File: src/rtl/msgu_pkg.sv
package msgu_pkg;

    localparam int NCH  = 4;
    localparam int DW   = 32;
    localparam int CH_W = $clog2(NCH);

    // bit groups; channel n occupies base + NCH-1-n
    localparam int GP_BASE  = 28;
    localparam int RF_BASE  = 24;
    localparam int TE_BASE  = 20;
    localparam int GR_BASE  = 16;
    localparam int BUSY_BIT = 7;
    localparam int RSTQ_BIT = 5;

    localparam int TX_WORD0 = 0;
    localparam int RX_WORD0 = NCH;
    localparam int ST_WORD  = 2 * NCH;
    localparam int CT_WORD  = 2 * NCH + 1;

    typedef logic [NCH-1:0] chmask_t;
    typedef logic [DW-1:0]  word_t;

    typedef enum logic [2:0] {RG_NONE, RG_TX, RG_RX, RG_STAT, RG_CTRL} region_e;

    typedef struct packed {
        region_e         rg;
        logic [CH_W-1:0] ch;
    } dec_t;

    typedef struct packed {
        chmask_t bell_en;
        chmask_t rx_en;
        chmask_t tx_en;
    } irq_en_t;

    function automatic chmask_t flip(chmask_t v);
        chmask_t r;
        for (int i = 0; i < NCH; i++) r[i] = v[NCH-1-i];
        return r;
    endfunction

    function automatic chmask_t field(word_t w, int base);
        return flip(w[base +: NCH]);
    endfunction

    function automatic dec_t decode(int unsigned a);
        dec_t        d;
        int unsigned w;
        d.rg = RG_NONE;
        d.ch = '0;
        w    = a >> 2;
        if (a[1:0] == 2'b00) begin
            if (w < RX_WORD0) begin
                d.rg = RG_TX;
                d.ch = CH_W'(w - TX_WORD0);
            end else if (w < ST_WORD) begin
                d.rg = RG_RX;
                d.ch = CH_W'(w - RX_WORD0);
            end else if (w == ST_WORD) begin
                d.rg = RG_STAT;
            end else if (w == CT_WORD) begin
                d.rg = RG_CTRL;
            end
        end
        return d;
    endfunction

    function automatic word_t pack_stat(chmask_t pend, chmask_t full, chmask_t empty, logic busy);
        word_t r = '0;
        r[GP_BASE +: NCH] = flip(pend);
        r[RF_BASE +: NCH] = flip(full);
        r[TE_BASE +: NCH] = flip(empty);
        r[BUSY_BIT]       = busy;
        return r;
    endfunction

    function automatic word_t pack_ctrl(irq_en_t en, chmask_t req, logic busy);
        word_t r = '0;
        r[GP_BASE +: NCH] = flip(en.bell_en);
        r[RF_BASE +: NCH] = flip(en.rx_en);
        r[TE_BASE +: NCH] = flip(en.tx_en);
        r[GR_BASE +: NCH] = flip(req);
        r[RSTQ_BIT]       = busy;
        return r;
    endfunction

endpackage

File: src/rtl/msgu_lane.sv
module msgu_lane
    import msgu_pkg::*;
(
    input  logic                   clk,
    input  logic                   rst,
    input  logic                   clr,
    input  chmask_t                wr_en,
    input  word_t                  wdata,
    input  chmask_t                rd_en,
    output chmask_t                full,
    output logic [NCH-1:0][DW-1:0] data
);

    always_ff @(posedge clk) begin
        if (rst || clr) begin
            full <= '0;
            data <= '0;
        end else begin
            for (int n = 0; n < NCH; n++) begin
                if (wr_en[n]) begin
                    data[n] <= wdata;
                    full[n] <= 1'b1;
                end else if (rd_en[n]) begin
                    full[n] <= 1'b0;
                end
            end
        end
    end

    for (genvar n = 0; n < NCH; n++) begin : g_chk
        AST_FILL_SETS_FULL: assert property (@(posedge clk) disable iff (rst)
            (wr_en[n] && !clr) |=> full[n]);
        AST_READ_DRAINS: assert property (@(posedge clk) disable iff (rst)
            (rd_en[n] && !wr_en[n] && !clr) |=> !full[n]);
        AST_WORD_HELD: assert property (@(posedge clk) disable iff (rst)
            (!wr_en[n] && !clr) |=> $stable(data[n]));
    end

endmodule

File: src/rtl/msgu_bell.sv
module msgu_bell
    import msgu_pkg::*;
(
    input  logic    clk,
    input  logic    rst,
    input  logic    clr,
    input  chmask_t ring,
    input  chmask_t ack,
    output chmask_t pend
);

    always_ff @(posedge clk) begin
        if (rst || clr) pend <= '0;
        else            pend <= (pend & ~ack) | ring;
    end

    for (genvar n = 0; n < NCH; n++) begin : g_chk
        AST_RING_PENDS: assert property (@(posedge clk) disable iff (rst)
            (ring[n] && !clr) |=> pend[n]);
        AST_ACK_CLEARS: assert property (@(posedge clk) disable iff (rst)
            (ack[n] && !ring[n] && !clr) |=> !pend[n]);
    end

endmodule

File: src/rtl/msgu_port.sv
module msgu_port
    import msgu_pkg::*;
#(
    parameter int ADDR_W = 6
) (
    input  logic                   clk,
    input  logic                   rst,
    input  logic                   clr,
    input  logic                   busy,
    input  logic [ADDR_W-1:0]      addr,
    input  logic                   wr,
    input  logic                   rd,
    input  word_t                  wdata,
    input  chmask_t                in_full,
    input  logic [NCH-1:0][DW-1:0] in_data,
    input  chmask_t                out_full,
    input  chmask_t                in_pend,
    input  chmask_t                out_pend,
    output chmask_t                tx_we,
    output chmask_t                rx_re,
    output chmask_t                ring,
    output chmask_t                ack,
    output logic                   rst_req,
    output word_t                  rdata,
    output logic                   irq
);

    dec_t    d;
    irq_en_t en;
    logic    wr_ok;
    logic    rd_ok;

    assign d     = decode(32'(addr));
    assign wr_ok = wr && !busy;
    assign rd_ok = rd && !busy;

    always_comb begin
        tx_we   = '0;
        rx_re   = '0;
        ring    = '0;
        ack     = '0;
        rst_req = 1'b0;
        rdata   = '0;
        unique case (d.rg)
            RG_TX: tx_we[d.ch] = wr_ok;
            RG_RX: begin
                rx_re[d.ch] = rd_ok;
                rdata       = in_data[d.ch];
            end
            RG_STAT: begin
                ack   = wr_ok ? field(wdata, GP_BASE) : '0;
                rdata = pack_stat(in_pend, in_full, ~out_full, busy);
            end
            RG_CTRL: begin
                ring    = wr_ok ? field(wdata, GR_BASE) : '0;
                rst_req = wr_ok && wdata[RSTQ_BIT];
                rdata   = pack_ctrl(en, out_pend, busy);
            end
            default: rdata = '0;
        endcase
    end

    always_ff @(posedge clk) begin
        if (rst || clr) begin
            en <= '0;
        end else if (wr_ok && d.rg == RG_CTRL) begin
            en.bell_en <= field(wdata, GP_BASE);
            en.rx_en   <= field(wdata, RF_BASE);
            en.tx_en   <= field(wdata, TE_BASE);
        end
    end

    assign irq = (|(~out_full & en.tx_en)) | (|(in_full & en.rx_en)) | (|(in_pend & en.bell_en));

    AST_QUIET_IN_RESET: assert property (@(posedge clk) disable iff (rst)
        busy |-> !irq);
    AST_NO_EFFECT_BUSY: assert property (@(posedge clk) disable iff (rst)
        busy |=> $stable(en));

endmodule

File: src/rtl/msg_unit.sv
module msg_unit
    import msgu_pkg::*;
#(
    parameter int ADDR_W     = 6,
    parameter int RST_CYCLES = 4
) (
    input  logic              clk,
    input  logic              rst,
    input  logic [ADDR_W-1:0] a_addr,
    input  logic              a_wr,
    input  logic              a_rd,
    input  logic [31:0]       a_wdata,
    output logic [31:0]       a_rdata,
    output logic              a_irq,
    input  logic [ADDR_W-1:0] b_addr,
    input  logic              b_wr,
    input  logic              b_rd,
    input  logic [31:0]       b_wdata,
    output logic [31:0]       b_rdata,
    output logic              b_irq
);

    localparam int CNT_W = $clog2(RST_CYCLES + 1);

    logic [ADDR_W-1:0]      s_addr [2];
    logic                   s_wr   [2];
    logic                   s_rd   [2];
    word_t                  s_wd   [2];
    word_t                  s_rdat [2];
    logic                   s_irq  [2];
    chmask_t                tx_we  [2];
    chmask_t                rx_re  [2];
    chmask_t                ring   [2];
    chmask_t                ack    [2];
    logic                   rreq   [2];
    chmask_t                lane_full [2];
    logic [NCH-1:0][DW-1:0] lane_data [2];
    chmask_t                bell_pend [2];

    logic             clr;
    logic             busy;
    logic [CNT_W-1:0] rst_cnt;

    assign s_addr[0] = a_addr;  assign s_addr[1] = b_addr;
    assign s_wr[0]   = a_wr;    assign s_wr[1]   = b_wr;
    assign s_rd[0]   = a_rd;    assign s_rd[1]   = b_rd;
    assign s_wd[0]   = a_wdata; assign s_wd[1]   = b_wdata;
    assign a_rdata   = s_rdat[0];
    assign b_rdata   = s_rdat[1];
    assign a_irq     = s_irq[0];
    assign b_irq     = s_irq[1];

    assign clr  = rreq[0] || rreq[1];
    assign busy = (rst_cnt != '0);

    always_ff @(posedge clk) begin
        if (rst)       rst_cnt <= '0;
        else if (clr)  rst_cnt <= CNT_W'(RST_CYCLES);
        else if (busy) rst_cnt <= rst_cnt - CNT_W'(1);
    end

    for (genvar s = 0; s < 2; s++) begin : g_side
        msgu_port #(.ADDR_W(ADDR_W)) u_port (
            .clk      (clk),
            .rst      (rst),
            .clr      (clr),
            .busy     (busy),
            .addr     (s_addr[s]),
            .wr       (s_wr[s]),
            .rd       (s_rd[s]),
            .wdata    (s_wd[s]),
            .in_full  (lane_full[1-s]),
            .in_data  (lane_data[1-s]),
            .out_full (lane_full[s]),
            .in_pend  (bell_pend[1-s]),
            .out_pend (bell_pend[s]),
            .tx_we    (tx_we[s]),
            .rx_re    (rx_re[s]),
            .ring     (ring[s]),
            .ack      (ack[s]),
            .rst_req  (rreq[s]),
            .rdata    (s_rdat[s]),
            .irq      (s_irq[s])
        );

        // words and doorbells travelling from side s to the other side
        msgu_lane u_lane (
            .clk   (clk),
            .rst   (rst),
            .clr   (clr),
            .wr_en (tx_we[s]),
            .wdata (s_wd[s]),
            .rd_en (rx_re[1-s]),
            .full  (lane_full[s]),
            .data  (lane_data[s])
        );

        msgu_bell u_bell (
            .clk  (clk),
            .rst  (rst),
            .clr  (clr),
            .ring (ring[s]),
            .ack  (ack[1-s]),
            .pend (bell_pend[s])
        );
    end

    AST_BUSY_ON_REQUEST: assert property (@(posedge clk) disable iff (rst)
        clr |=> busy);
    AST_RESET_WIPES: assert property (@(posedge clk) disable iff (rst)
        $rose(busy) |-> (lane_full[0] == '0 && lane_full[1] == '0 &&
                         bell_pend[0] == '0 && bell_pend[1] == '0));
    AST_RESET_LENGTH: assert property (@(posedge clk) disable iff (rst)
        (busy && rst_cnt > CNT_W'(1)) |=> busy);

endmodule

File: config.mk
export PLATFORM = sky130hd
export DESIGN_NAME = msg_unit
export DESIGN_NICKNAME = d
export VERILOG_FILES = /design/src/rtl/msgu_pkg.sv /design/src/rtl/msgu_lane.sv /design/src/rtl/msgu_bell.sv /design/src/rtl/msgu_port.sv /design/src/rtl/msg_unit.sv
export SDC_FILE = /design/constraint.sdc
export NUM_CORES = 1
export LEC_CHECK = 0
export ABC_AREA = 0
export BUFFER_PORTS_ARGS = -buffer_cell sky130_fd_sc_hd__buf_2
export CELL_PAD_IN_SITES_DETAIL_PLACEMENT = 0
export CELL_PAD_IN_SITES_GLOBAL_PLACEMENT = 1
export CORE_ASPECT_RATIO = 0.6
export CORE_MARGIN = 4
export CORE_UTILIZATION = 35
export CTS_CLUSTER_SIZE = 20
export DETAILED_ROUTE_END_ITERATION = 12
export GPL_ROUTABILITY_DRIVEN = 0
export PLACE_DENSITY = 0.71
export SETUP_SLACK_MARGIN = 0.5
export SLEW_MARGIN = 10
export SYNTH_ARGS = -nofsm -noshare
export SYNTH_HDL_FRONTEND = slang
export SYNTH_SLANG_ARGS = --single-unit
export TNS_END_PERCENT = 100
File: constraint.sdc
create_clock -name clk -period 1.9 [get_ports clk]
set_input_delay 0.285 -clock clk [delete_from_list [all_inputs] [get_ports clk]]
set_output_delay 0.285 -clock clk [all_outputs]
set_load 0.005 [all_outputs]
* Word level (Yosys, flattened, before mapping)
Cells that the tools add are included.
Storage, ports and cells: RAM bits 0, output and inout port bits 66, word-level logic and storage cells 157, ROM bits 0, bits of input ports 82, memories 0, register bits after elaboration 299, latch bits 0
Operators by class: shift-type cells 0, $mul 0, order comparisons 8, div/mod/pow operators 0, reduce and logical (&&, ||, !) cells 32, add/subtract/negate cells 3, bitwise operators 22, mux-type cells 54, equal/unequal tests 12
Operators with widths (number):
- one-hot mux 32 bit (3 select lines) | 2
- binary-select mux 32 bit (select 2 bit) | 2
- two-way mux 32 bit | 2
- bitwise AND 4 bit | 12
- two-way mux 4 bit | 12
- two-way mux 3 bit | 8
- OR reduction 4 bit | 6
- two-way mux 1 bit | 20
- two-way mux 5 bit | 4
- nonzero test 2 bit | 9
- == test 4 bit (second input constant) | 4
- NOT 4 bit | 4
- == test 3 x 2 -> 1 bit (second input constant) | 4
- logical AND 1 bit | 10
- < comparator 4 x 3 -> 1 bit (second input constant) | 2
- < comparator 4 bit (second input constant) | 2
- bitwise OR 4 bit | 2
- == test 3 x 1 -> 1 bit (second input constant) | 2
- == test 3 bit (second input constant) | 2
- < comparator 2 x 3 -> 1 bit (second input constant) | 2
- demux 1 bit (select 2 bit) | 2
- greater-or-equal comparator 2 x 1 -> 1 bit (second input constant) | 2
- zero test 2 bit | 2
- two-way mux 2 bit | 2
- 7 further kinds | 12

* Logic depth before layout (Yosys ltp)
Gate-level depths: netlist (run 1).
depth in word-level cells 14, gate-level depth with buffers 9

* Modules after synthesis
A second synthesis (run 1) with hierarchy kept.
Second synthesis, totals: cell total of the unflattened synthesis 1435, area total of the unflattened synthesis 13968.4 sq um
Modules (own cells, without submodules):
- msgu_lane | area an instance 4708.3 sq um, instances 2, sequential area each 2642.5 sq um, cells each 432
- msgu_port at g_side[1].u_port | area an instance 2082.0 sq um, instances 1, sequential area each 240.2 sq um, cells each 263
- msgu_port at g_side[0].u_port | area an instance 1965.6 sq um, instances 1, sequential area each 240.2 sq um, cells each 255
- msgu_bell | area an instance 163.9 sq um, instances 2, sequential area each 80.1 sq um, cells each 17
- msg_unit | area an instance 176.4 sq um, instances 1, sequential area each 60.1 sq um, cells each 19

* Worst setup path before layout (run 1)
OpenSTA, ideal clock, no wires.
path type input -> output, start input port b_addr[1], end output port b_rdata[0], path slack -104 ps, stages on the path 7, arrival 1719 ps, required time 1615 ps, path buffers 3, path through or3b_1 -> buf_2 -> buf_2 -> nor2_1 -> buf_2 -> a22oi_1 -> a21oi_1
On the way: word-level cells in the longest chain between the ends 5
RTL lines:
- start, declared | RTL line msg_unit.sv:15 | input logic [ADDR_W-1:0] b_addr,
- zero test 2 bit (*) | RTL line msgu_pkg.sv:52 | if (a[1:0] == 2'b00) begin
- two-way mux 5 bit (*) | RTL line msgu_pkg.sv:52
- binary-select mux 32 bit (select 2 bit) | RTL line msgu_port.sv:48 | rdata = in_data[d.ch];
- two-way mux 32 bit (implied by the code) | RTL line msgu_port.sv:48
- one-hot mux 32 bit (3 select lines) (*) | RTL line msgu_port.sv:44 | unique case (d.rg)
- end, declared | RTL line msg_unit.sv:19 | output logic [31:0] b_rdata,
Mark *: on every way between the ends. The rest lies on a longest branch, timed or not. The select of a mux whose other input is x is not followed.

* Worst setup path in the final report (run 1)
start register rst_cnt[1], end register g_side[0].u_lane.data[72] in the netlist's numbering
On the way: word-level cells in the longest chain between the ends 7
RTL lines:
- start, declared | RTL line msg_unit.sv:42 | logic [CNT_W-1:0] rst_cnt;
- start signal, assigned | RTL line msg_unit.sv:58 | else if (clr) rst_cnt <= CNT_W'(RST_CYCLES);
- start signal, assigned | RTL line msg_unit.sv:59 | else if (busy) rst_cnt <= rst_cnt - CNT_W'(1);
- nonzero test 3 bit (*) | RTL line msg_unit.sv:54 | assign busy = (rst_cnt != '0);
- zero test 1 bit (*) | RTL line msgu_port.sv:34 | assign wr_ok = wr && !busy;
- logical AND 1 bit | RTL line msgu_port.sv:34
- logical AND 1 bit | RTL line msgu_port.sv:56 | rst_req = wr_ok && wdata[RSTQ_BIT];
- two-way mux 1 bit | RTL line msgu_port.sv:44
- logical OR 1 bit | RTL line msg_unit.sv:53 | assign clr = rreq[0] || rreq[1];
- logical OR 1 bit | RTL line msgu_lane.sv:15 | if (rst || clr) begin
- end signal, assigned by index | RTL line msgu_lane.sv:21 | data[n] <= wdata;
- end, declared | RTL line msgu_lane.sv:11 | output logic [NCH-1:0][DW-1:0] data
Mark *: on every way between the ends. The rest lies on a longest branch, timed or not. A chain may end at the register's enable or synchronous reset.

==> results.cfg, run 1 <==
[outcome]
status = complete, but fails checks
violations = setup timing

[routing]
finalWirelength_microns = 55270
drt_iter0_drc = 1288
drt-pass1-iter-count = 5
num_vias = 13910
wire_per_inst_microns = 21.55
drc = 0
via_per_inst = 5.421
ant_nets = 0

[global_routing]
grt_pass1_wl_microns = 82540
grt_overflow_total = 0
grt_max_degree = 34
antenna_found_initial = 0
grt_pass1_vias = 13300
grt_usage_pct = 25.30

[floorplanning]
initial_core_util_pct = 36.05
row_count = 54
die_height_microns = 159
die_w_microns = 259.7
core-area_sq_um = 36890
die_area_sq_um = 41290
pin_count = 148

[critical_path]
crit_slowest_cell = dfxtp_2
end_kind = register
required_ns = 2.37
critPathMaxFanout = 7
slowest_delay_ns = 0.32
cp_common_cell = buf_6
crit_type = register to register
critPathArrivalTime_ns = 2.71
startpoint_type = register
critical_path.cell_chain = inv_2 -> ha_4 -> ha_4 -> buf_6 -> nand2_4 -> buf_6 -> o41ai_4 -> buf_4 -> a21o_4 -> buf_8 -> clkbuf_16 -> buf_6 -> buf_12 -> a21oi_2

[sta]
rsz0062_at_grt = yes
holdWs_ns = 0.03501
maxSlewHeadroom_pct = 68.66
fmax_mhz = 445.7
hold_violations = 0
setup-violations-final = 350
tightest_slew_ns = 0.4701
fin_skew_ns = 0.009365
slew_viol_final = 0
period_minus_slack_ns = 2.244
tns_ns = -84.37
fin_crit_sh_pct = 118.1
setup_ws_ns = -0.3437

[synth]
synthMostInstantiatedCell = nand2_1
synth_edf_count = 0
ys_ff_latch = 299
seq_area_frac_synth_pct = 45.00
ys.warnings.count = 0
synth_fp_nets = 1744
syn_area_sq_um = 13300
synth.avg_cell_area_sq_um = 8.017
synth.distinct_cells = 55
async_reset_ff_share_pct = 0
ys_top_cells_by_area = dfxtp_1 45%, nand2_1 13%, a21oi_1 10%, mux2i_1 6.5%, nor2_1 2.9%
synth_top_area_share_pct = 45.00
synth.largest_area_cell = dfxtp_1
synthTopCellsByCount = 448 x nand2_1, 299 x dfxtp_1, 270 x a21oi_1, 104 x nor2_1, 86 x mux2i_1
syn_inst = 1659
synth_flop_cell = dfxtp_1

[placed_design]
port_buffers = 147
dp_hpwl_microns = 35290
dp.cells = 2359

[worst_hold_path]
holdCritPathClass = input port to register

[clock_network]
clkTransAtPathRegs_ns = 0.07
clk_path_buf_depth = 3
cts_tree = built
cts_max_level = 1
cts_sinks = 299
numCtsBuffers = 31
cts_root_buffer = clkbuf_16
insertion_delay_ns = 0.58

[pwr]
leakage_uw = 0.007594
vdd_drop_max_uv = 614.1
power_density_nw_per_um2 = 742.8

[final_layout]
syn_to_final_growth_pct = 61.03
regArea_sq_um = 6043
fin_util_pct = 58.06
antenna_cells = 0
instances_no_fill = 2565
multi_input_area_sq_um = 8332
nets = 2122
drive_gt1_share_pct = 43.28
fillCellCount = 3186

[run]
cap_violations = 0
area by class of cell:
type | instances | share of cell area [%]
clock buffers | 37 | 3.914
multi-input cells | 1205 | 38.90
flip-flops and latches | 299 | 28.22
inverters | 26 | 0.4557
well taps | 504 | 2.944
clock inverters | 20 | 1.811
repair buffers | 474 | 23.75
what timing repair did:
action	CTS	global route
endpoints found under the hold margin	143	0
gates cloned	21	7
setup endpoints to repair	365	365
pin swaps	51	92
resized for setup	131	203
setup buffers	45	28
hold buffers	48	0
sequential cells by signal, summed over array words and instances, names as in the netlist:
name,count
g_side.u_lane.full,8
g_side.u_port.en,24
g_side.u_lane.data,256
rst_cnt,3
g_side.u_bell.pend,8
final timing paths:
check | startpoint | endpoint | slack [ns] | cells past startpoint
worst max-delay path | rst_cnt[1]$_SDFFE_PP0P_ | g_side[0].u_lane.data[72]$_SDFFE_PP0P_ | -0.34 | 14
worst min-delay path | b_wdata[28] | g_side[1].u_lane.data[28]$_SDFFE_PP0P_ | 0.04 | 3
worst max register to register | rst_cnt[1]$_SDFFE_PP0P_ | g_side[0].u_lane.data[72]$_SDFFE_PP0P_ | -0.34 | 14
worst min register to register | g_side[1].u_lane.data[37]$_SDFFE_PP0P_ | g_side[1].u_lane.data[37]$_SDFFE_PP0P_ | 0.45 | 2
where the power goes:
| group | internal, uW | switching [uW] |
|---|---|---|
| combinational | 1060 | 1100 |
| clock | 4640 | 2780 |
| sequential | 6300 | 28.9 |
worst max-delay path, delay by kind of cell (launching register included):
family	cells	cell delay [ns]
flops	1	0.32
buf+inv	8	1.01
compound gates	3	0.42
fa+ha+maj	2	0.31
simple gates	1	0.06
cells by family (layout without fill, tap and decap cells):
logic type | after synthesis | in the layout | share of synthesized area, %
DFF | 299 | 299 | 45.00
xor gates and xnor gates | 1 | 1 | 0.06586
AOI/OAI and AO/OA | 445 | 446 | 20.16
muxes | 103 | 103 | 7.912
and+or+nand+nor | 651 | 652 | 20.79
adders and majority gates | 3 | 3 | 0.2823
buffers and inverters | 157 | 557 | 5.785
metal layers:
metal	vias up	track usage (%)	share of wire (%)	routed length, microns
li1	6525	-	-	-
met1	6803	38.71	48	26800
met2	523	36.04	42	23030
met3	52	6.533	8.3	4607
met4	2	4.141	1.4	780
met5	-	0.9259	0.090	50
through the flow:
step	area (sq um)	total power, uW	setup WS [ns]
after floorplan	14570	7172	0.02548
after global routing	21420	16360	-0.4159
after CTS	20190	15720	-0.3580
final	21420	15910	-0.3437
after detailed placement	16990	7898	-0.2700
after global placement	16990	7872	-0.2515
cells in the final DEF, fill, tap and decap left out, types with 14 or more instances in the layout:
| cell type | synthesis | layout |
|---|---|---|
| a211o_1 | 14 | 14 |
| a21oi_1 | 270 | 72 |
| a21oi_2 | 0 | 194 |
| a222oi_1 | 19 | 19 |
| a22o_1 | 18 | 18 |
| a22oi_2 | 0 | 27 |
| buf_12 | 0 | 79 |
| buf_16 | 0 | 19 |
| buf_2 | 18 | 136 |
| buf_4 | 30 | 132 |
| buf_6 | 6 | 42 |
| clkbuf_16 | 0 | 38 |
| dfxtp_1 | 299 | 265 |
| dfxtp_2 | 0 | 28 |
| dlygate4sd3_1 | 0 | 48 |
| inv_1 | 26 | 23 |
| mux2i_1 | 86 | 85 |
| nand2_1 | 448 | 440 |
| nand3_1 | 32 | 31 |
| nor2_1 | 104 | 63 |
| nor2_2 | 1 | 14 |
| nor2_4 | 0 | 28 |
| o21ai_0 | 46 | 15 |
Power figures use the tool's default switching activity.
==> inputs of run 2 (changes only) <==
==> constraint.sdc (replaced) <==
create_clock -name clk -period 2.01 [get_ports clk]
set_input_delay 0.3015 -clock clk [delete_from_list [all_inputs] [get_ports clk]]
set_output_delay 0.3015 -clock clk [all_outputs]
set_load 0.005 [all_outputs]
==> run 2 against run 1 <==
  * The run still ends with setup timing left
  * Clock skew fell by 0.0011 ns
  * Register-to-register slack improved by 0.14 ns
  * Global-route usage up 2.9 points
  * Die area unchanged
  * Non-clock buffer count increased by 16
  * Critical path type is now register to output pin
  * Critical endpoint is now b_rdata[7]
==> results.cfg, run 2 (synthesis gave the netlist of run 1 again) <==
[final_layout]
largest-register = g_side.u_lane.data
design_area_sq_um = 22240
layout_common_cells = 404 x nand2_1, 276 x dfxtp_1, 201 x a21oi_2, 135 x buf_2, 113 x buf_4
instances_no_fill = 2581
largest_reg_flops = 256
drive_gt1_share_pct = 44.79
largestRegisters = g_side.u_lane.data: 256 flops, g_side.u_port.en: 24 flops
syn_to_final_growth_pct = 67.19
final_common_cell = nand2_1
fillCellCount = 3024
nets = 2137

[outcome]
status = complete, but fails checks
violations = setup timing

[global_routing]
grt_pass1_wl_microns = 90160
grt_max_degree = 34
antenna_found_initial = 6
grt_overflow_total = 0
grt_pass1_vias = 14130
grt_usage_pct = 28.18

[routing]
via_per_inst = 5.735
num_vias = 14800
drt_iter0_drc = 1563
drt-pass1-iter-count = 6
ant_nets = 0
drc = 0
finalWirelength_microns = 63440
wire_per_inst_microns = 24.58

[pwr]
finalPower_uw = 14260
vdd_drop_max_uv = 688.1
share_comb_of_total_power_pct = 15.1
power_density_nw_per_um2 = 641.3
p_int_uw = 10620
pwr-share-clk_pct = 42.9
p_switching_uw = 3636
seq_power_share_pct = 42.0
p_sw_share_pct = 25.50
leakage_uw = 0.008179

[sta]
fin_skew_ns = 0.008308
maxSlewHeadroom_pct = 67.81
period_minus_slack_ns = 2.221
fmax_mhz = 450.2
fin_crit_sh_pct = 110.5
tightest_slew_ns = 0.4811
setup_ws_ns = -0.2113
tns_ns = -30.85
hold_violations = 0
slew_viol_final = 0
rsz0062_at_grt = yes
setup-violations-final = 314

[placed_design]
port_buffers = 147
dp.cells = 2326
dp_hpwl_microns = 34330
place_area_sq_um = 16540

[clock_network]
clk_path_buf_depth = 3
numCtsBuffers = 30
cts_tree = built
clkTransAtPathRegs_ns = 0.07
cts_sinks = 299
cts_root_buffer = clkbuf_16
insertion_delay_ns = 0.59
cts_max_level = 1

[floorplanning]
row_count = 54
pin_count = 148
die_area_sq_um = 41290
initial_core_util_pct = 36.05
die_height_microns = 159
core-area_sq_um = 36890
die_w_microns = 259.7

[critical_path]
critPathArrivalTime_ns = 1.92
critPathMaxFanout = 4
slowest_delay_ns = 0.33
end_kind = output pin
cp_common_cell = ha_4
crit_type = register to output pin
crit_slowest_cell = dfxtp_2
critical_path.cell_chain = inv_2 -> ha_4 -> ha_4 -> buf_6 -> nor3_2 -> a211o_1 -> buf_2
required_ns = 1.71
startpoint_type = register

[worst_hold_path]
holdCritPathClass = input port to register

[run]
cap_violations = 0
==> run 2: cell types whose count changed in the layout (fill, tap and decap cells not counted), sizes merged, moves of 2 or more <==
cell / before / now
buf: 418 / 437
clkbuf: 44 / 58
dlygate4sd3: 48 / 36
bufinv: 11 / 4
diode: 0 / 5
bufbuf: 1 / 3
clkinv: 5 / 3
inv: 28 / 26
==> run 2: worst paths after layout <==
path,from,end,slack [ns],depth (start not counted)
worst max-delay path,rst_cnt[0]$_SDFFE_PP0P_,b_rdata[7],-0.21,7
worst min-delay path,a_wdata[19],g_side[0].u_lane.data[51]$_SDFFE_PP0P_,0.02,3
worst max register to register,rst_cnt[0]$_SDFFE_PP0P_,g_side[1].u_lane.data[69]$_SDFFE_PP0P_,-0.20,13
worst min register to register,g_side[1].u_lane.data[5]$_SDFFE_PP0P_,g_side[1].u_lane.data[5]$_SDFFE_PP0P_,0.46,2
==> run 2: per-stage QoR <==
step / worst slack (ns) / hold WS, ns / utilization [%]
2_1_floorplan: 0.1355 / 0.3706 / -
3_3_place_gp: -0.1549 / 0.4393 / 44.84
3_5_place_dp: -0.1367 / 0.4441 / 44.84
4_1_cts: -0.2167 / 0.0008772 / 56.41
5_1_grt: -0.2736 / 0.02127 / 60.28
6_report: -0.2113 / 0.02058 / 60.28
==> run 2: per-layer routing <==
metal  GRT usage [%]  share of wire (%)
met1           41.73                 44
met2           40.16                 42
met4           7.596                3.1
met3           7.709                 11
met5               0              0.020
==> run 2: final cells by class <==
cell class | instances | area [sq um] | share of cell area [%]
multi-input cells | 1205 | 8504 | 38.25
flip-flops and latches | 299 | 6030 | 27.12
repair buffers | 490 | 5914 | 26.60
clock buffers | 44 | 904.6 | 4.068
well taps | 504 | 630.6 | 2.836
clock inverters | 8 | 142.6 | 0.6415
inverters | 26 | 97.59 | 0.4389
diodes | 5 | 12.51 | 0.05627
==> run 2: power by group through the flow <==
| stage | logic [uW] | registers [uW] | clock network, uW |
|---|---|---|---|
| 2_1_floorplan | 653 | 6110 | 0 |
| 3_3_place_gp | 1200 | 6120 | 0 |
| 3_5_place_dp | 1220 | 6120 | 0 |
| 4_1_cts | 1810 | 5980 | 6170 |
| 5_1_grt | 2220 | 5980 | 6410 |
| 6_report | 2150 | 5980 | 6120 |
==> run 2: what timing repair did <==
item | 4_1_cts | 5_1_grt
hold buffers | 36 | 0
cloned | 46 | 18
hold endpoints to repair | 90 | 0
pin swaps | 96 | 115
buffers inserted | 75 | 23
endpoints found under the setup margin | 365 | 365
gates resized for setup | 264 | 199
==> run 2: critical path, delay by kind of cell (launching register included) <==
family	cells	cell delay, ns
AOI/OAI and AO/OA	1	0.30
adders and majority gates	2	0.31
buffers and inverters	3	0.35
DFF	1	0.33
and+or+nand+nor	1	0.04
